[config.mk]
export PLATFORM = sky130hd
export DESIGN_NAME = clkout_div
export DESIGN_NICKNAME = d
export VERILOG_FILES = /design/src/rtl/ecd_pkg.sv /design/src/rtl/ecd_ratio_hold.sv /design/src/rtl/ecd_prescale.sv /design/src/rtl/ecd_toggle.sv /design/src/rtl/clkout_div.sv
export SDC_FILE = /design/constraint.sdc
export NUM_CORES = 1
export LEC_CHECK = 0
export BUFFER_PORTS_ARGS = -buffer_cell sky130_fd_sc_hd__clkbuf_2
export CORE_AREA = 2 2 39 41
export CTS_BUF_LIST = sky130_fd_sc_hd__clkbuf_4
export CTS_CLUSTER_DIAMETER = 200
export DETAILED_ROUTE_END_ITERATION = 10
export DIE_AREA = 0 0 41 43
export PLACE_DENSITY = 0.68
export SYNTH_ARGS = -nofsm -noshare
export SYNTH_HDL_FRONTEND = slang
export SYNTH_SLANG_ARGS = --single-unit
[constraint.sdc]
create_clock -name clk_ref -period 2.1 [get_ports clk_ref]
set_input_delay 0.21 -clock clk_ref [delete_from_list [all_inputs] [get_ports clk_ref]]
set_output_delay 0.21 -clock clk_ref [all_outputs]
set_load 0.01 [all_outputs]
[src/rtl/ecd_pkg.sv]
package ecd_pkg;
  // Default width of the half-ratio code and the code latched at reset.
  localparam int unsigned DEF_CODE_W     = 4;
  localparam int unsigned DEF_RESET_CODE = 4;
endpackage

[src/rtl/ecd_ratio_hold.sv]
// Holds the active half-ratio code; reloads only at end of phase or when idle.
module ecd_ratio_hold #(
  parameter int unsigned CODE_W     = ecd_pkg::DEF_CODE_W,
  parameter int unsigned RESET_CODE = ecd_pkg::DEF_RESET_CODE
) (
  input  logic              clk_ref,
  input  logic              rst_n,
  input  logic              run_i,
  input  logic              tc_i,
  input  logic [CODE_W-1:0] code_i,
  output logic [CODE_W-1:0] act_o
);
  logic [CODE_W-1:0] act_q, act_d;
  logic              load_en;

  assign load_en = !run_i || tc_i;

  always_comb begin
    act_d = act_q;
    if (load_en) act_d = code_i;
  end

  always_ff @(posedge clk_ref or negedge rst_n) begin
    if (!rst_n) act_q <= CODE_W'(RESET_CODE);
    else        act_q <= act_d;
  end

  assign act_o = act_q;
endmodule

[src/rtl/ecd_prescale.sv]
// First stage: counts 0..N-1 and flags the last count.
module ecd_prescale #(
  parameter int unsigned CODE_W = ecd_pkg::DEF_CODE_W
) (
  input  logic              clk_ref,
  input  logic              rst_n,
  input  logic              run_i,
  input  logic [CODE_W-1:0] ratio_i,
  output logic              tc_o
);
  logic [CODE_W-1:0] cnt_q, cnt_d;
  logic              last;

  assign last = (cnt_q == ratio_i - CODE_W'(1));
  assign tc_o = run_i && last;

  always_comb begin
    if (!run_i)    cnt_d = '0;
    else if (last) cnt_d = '0;
    else           cnt_d = cnt_q + CODE_W'(1);
  end

  always_ff @(posedge clk_ref or negedge rst_n) begin
    if (!rst_n) cnt_q <= '0;
    else        cnt_q <= cnt_d;
  end
endmodule

[src/rtl/ecd_toggle.sv]
// Second stage: divide-by-2 toggle, output is its complement.
module ecd_toggle (
  input  logic clk_ref,
  input  logic rst_n,
  input  logic run_i,
  input  logic tc_i,
  input  logic stop_i,
  output logic out_o
);
  logic tgl_q, tgl_d;

  always_comb begin
    tgl_d = tgl_q;
    if (!run_i)    tgl_d = 1'b0;
    else if (tc_i) tgl_d = stop_i ? 1'b0 : ~tgl_q;
  end

  always_ff @(posedge clk_ref or negedge rst_n) begin
    if (!rst_n) tgl_q <= 1'b0;
    else        tgl_q <= tgl_d;
  end

  assign out_o = ~tgl_q;
endmodule

[src/rtl/clkout_div.sv]
module clkout_div #(
  parameter int unsigned CODE_W     = ecd_pkg::DEF_CODE_W,
  parameter int unsigned RESET_CODE = ecd_pkg::DEF_RESET_CODE
) (
  input  logic              clk_ref,
  input  logic              rst_n,
  input  logic              osc_en,
  input  logic [CODE_W-1:0] div_code,
  output logic              clk_out
);
  logic [CODE_W-1:0] ratio_act;
  logic              run;
  logic              tc;
  logic              stop_req;

  assign run      = osc_en && (ratio_act != '0);
  assign stop_req = (div_code == '0);

  ecd_ratio_hold #(.CODE_W(CODE_W), .RESET_CODE(RESET_CODE)) u_hold (
    .clk_ref (clk_ref),
    .rst_n   (rst_n),
    .run_i   (run),
    .tc_i    (tc),
    .code_i  (div_code),
    .act_o   (ratio_act)
  );

  ecd_prescale #(.CODE_W(CODE_W)) u_pre (
    .clk_ref (clk_ref),
    .rst_n   (rst_n),
    .run_i   (run),
    .ratio_i (ratio_act),
    .tc_o    (tc)
  );

  ecd_toggle u_tgl (
    .clk_ref (clk_ref),
    .rst_n   (rst_n),
    .run_i   (run),
    .tc_i    (tc),
    .stop_i  (stop_req),
    .out_o   (clk_out)
  );
endmodule

==> results.toml <==
[routing]
wl_met3_um = 13
met2_length_um = 399
wire_per_inst_um = 11.5
top_layer = "met4"
drt_iter0_markers = 5
routed_wl_um = 768
vias = 319
vias_per_cell = 4.76
drcViolationCount = 0
dr.pass1.iters = 4
met1_length_um = 345
ant_nets = 0

[final_layout]
drive_gt1_share_pct = 35.3
stdcell_count = 67
antenna_cells = 0
postLayoutCoreUtil_pct = 42.4
areaGrowthSynthToFinish_pct = 21.2
fill_cells = 137
multi_input_area_um2 = 250
register_area_um2 = 226
fin_nets = 61

[critical_path]
crit_required_ps = 2250
critPathMaxFanout = 8
cp-end-kind = "flop"
worstPathArrival_ps = 2080
critical_path_class = "reg -> reg"
cp-start-kind = "flop"

[global_route]
antenna_found_initial = 0
grt_pass1_wl_um = 1200
grt_start_max_net_pins = 10
grt_pass1_vias = 298
grt_usage_pct = 10.8
globalRouteOverflowTotal = 0

[sta]
relSlewSlack_pct = 62.0
setup_viol = 0
rsz0062_at_grt = "false"
fmax_mhz = 518
max_slew.worst_pin.slew_ps = 565
setup-tns-final_ps = 0
hold_viol = 0
drv_slew = 0
clock_skew_ps = 4.54
fin_crit_ps = 1930
final.period_utilization_pct = 92.0

[synth]
ys_ff_latch = 9
synth_area_per_cell_um2 = 12.4
ys_warn_count = 0
netlist_area_um2 = 484
syn-instance-count = 39
synth_cell_types = 18
synth_nets = 48
synth-seq-area-share_pct = 46.8

[power]
p_leak_uw = 0.000276
powerDensity_mw_per_mm2 = 1240
vdd_drop_max_mv = 0.383

[floorplanning]
die_h_um = 43
rows = 14
die_w_um = 41
dieArea_mm2 = 0.00176
ioPinCount = 8
start_util_pct = 35.0
coreArea_mm2 = 0.00138

[cts]
root_buffer = "clkbuf_4"
clk_pin_slew_ps = 60
cts_buffers = 3
cts.sinks = 9
cts.path.max_buffers = 2
clkLatencyLatePin_ps = 260
cts_tree = "built"
htree_levels = 1

[job]
drv_cap = 0

[placement]
gp_congestion = 0.664
numPortBuffers = 7
dpl.cell_count = 62
dpl.hpwl_um = 585

[hold_path]
hp-class = "in -> reg"

[outcome]
status = "complete, no violations"
synthesized netlist by cell type:
master | count | share of area [%]
nand2_1 | 1 | 0.77
o41ai_1 | 1 | 1.8
mux2_2 | 4 | 9.3
xor3_1 | 1 | 4.9
nand3_1 | 1 | 1.0
and2_1 | 3 | 3.9
xor2_1 | 2 | 3.6
a211o_1 | 1 | 1.8
a21oi_2 | 1 | 1.8
ha_1 | 2 | 5.2
dfstp_2 | 1 | 5.4
o31ai_1 | 2 | 3.1
nor2b_1 | 1 | 1.3
nor3_1 | 1 | 1.0
xnor2_1 | 4 | 7.2
nor3_4 | 1 | 3.4
inv_1 | 4 | 3.1
dfrtp_1 | 8 | 41
area by class of cell:
| cell class | count | share of cell area (%) |
|---|---|---|
| multi-input cells | 26 | 42.6 |
| flip-flops and latches | 9 | 38.6 |
| repair buffers | 8 | 7.68 |
| clock buffers | 4 | 5.12 |
| well taps | 16 | 3.41 |
| inverters | 4 | 2.56 |
flip-flops by register name, summed over array words and instances, names as in the netlist:
| signal | flops |
|---|---|
| u_pre.cnt_q | 4 |
| u_tgl.tgl_q | 1 |
| u_hold.act_o | 4 |
cell usage in the layout, fill, tap and decap left out, types with 2 or more instances in the layout:
master,count
xnor2_1,4
dfrtp_1,8
mux2_2,4
clkbuf_2,7
ha_1,2
and2_1,3
o31ai_1,2
xor2_1,2
clkbuf_4,4
inv_1,4
per-stage QoR:
| stage | area (µm²) | setup slack (ps) | total power [µW] | hold WS [ps] |
|---|---|---|---|---|
| after floorplan | 484 | 272 | 518 | -85.6 |
| after global placement | 539 | 135 | 569 | 78.4 |
| after detailed placement | 539 | 80.1 | 573 | 83.6 |
| after CTS | 579 | 76.5 | 726 | 191 |
| after global routing | 587 | 84.3 | 783 | 204 |
| final | 587 | 168 | 730 | 196 |
what timing repair did:
| item | in CTS | in global routing |
|---|---|---|
| resized for setup | 0 | 1 |
| endpoints found under the setup margin | 0 | 2 |
| buffers inserted | 0 | 0 |
| hold buffers | 1 | 0 |
| hold endpoints to repair | 8 | 0 |
layer usage:
| metal | up-vias | GRT usage (%) |
|---|---|---|
| met5 | - | 0 |
| met4 | 0 | 12.0 |
| met3 | 2 | 1.57 |
| met2 | 5 | 14.7 |
| met1 | 153 | 12.7 |
| li1 | 159 | - |
final timing paths:
path                              endpoint  slack (ps)            start  cells after the start
min in group asynchronous  u_hold.act_o[3]         340            rst_n                      2
max                        u_hold.act_o[0]         170  u_hold.act_o[0]                      6
min                        u_hold.act_o[3]         200      div_code[3]                      2
max in group asynchronous  u_hold.act_o[2]        1510            rst_n                      2
max reg2reg                u_hold.act_o[0]         170  u_hold.act_o[0]                      6
min reg2reg                 u_pre.cnt_q[0]         500   u_pre.cnt_q[0]                      1
logic make-up after synthesis:
group,share of synthesized area (%)
xor+xnor,15.8
simple gates,11.4
mux,9.30
fa+ha+maj,5.17
compound gates,8.53
flops,46.8
buf+inv,3.10
worst max-delay path: stages, from the launching register on:
cell and delay [ps]:
dfrtp_1 410, inv_1 70, ha_1 160, xor3_1 450, nor3_4 290, a21oi_4 130, mux2_2 300
power by group:
group / leakage, µW / internal [µW] / total, µW / switching (µW)
sequential: 0.000113 / 230 / 279 / 49.0
combinational: 0.000145 / 156 / 304 / 148
clock: 0.0000184 / 86.2 / 147 / 61.1
total: 0.000276 / 472 / 730 / 258
(Power assumes the default switching activity.)
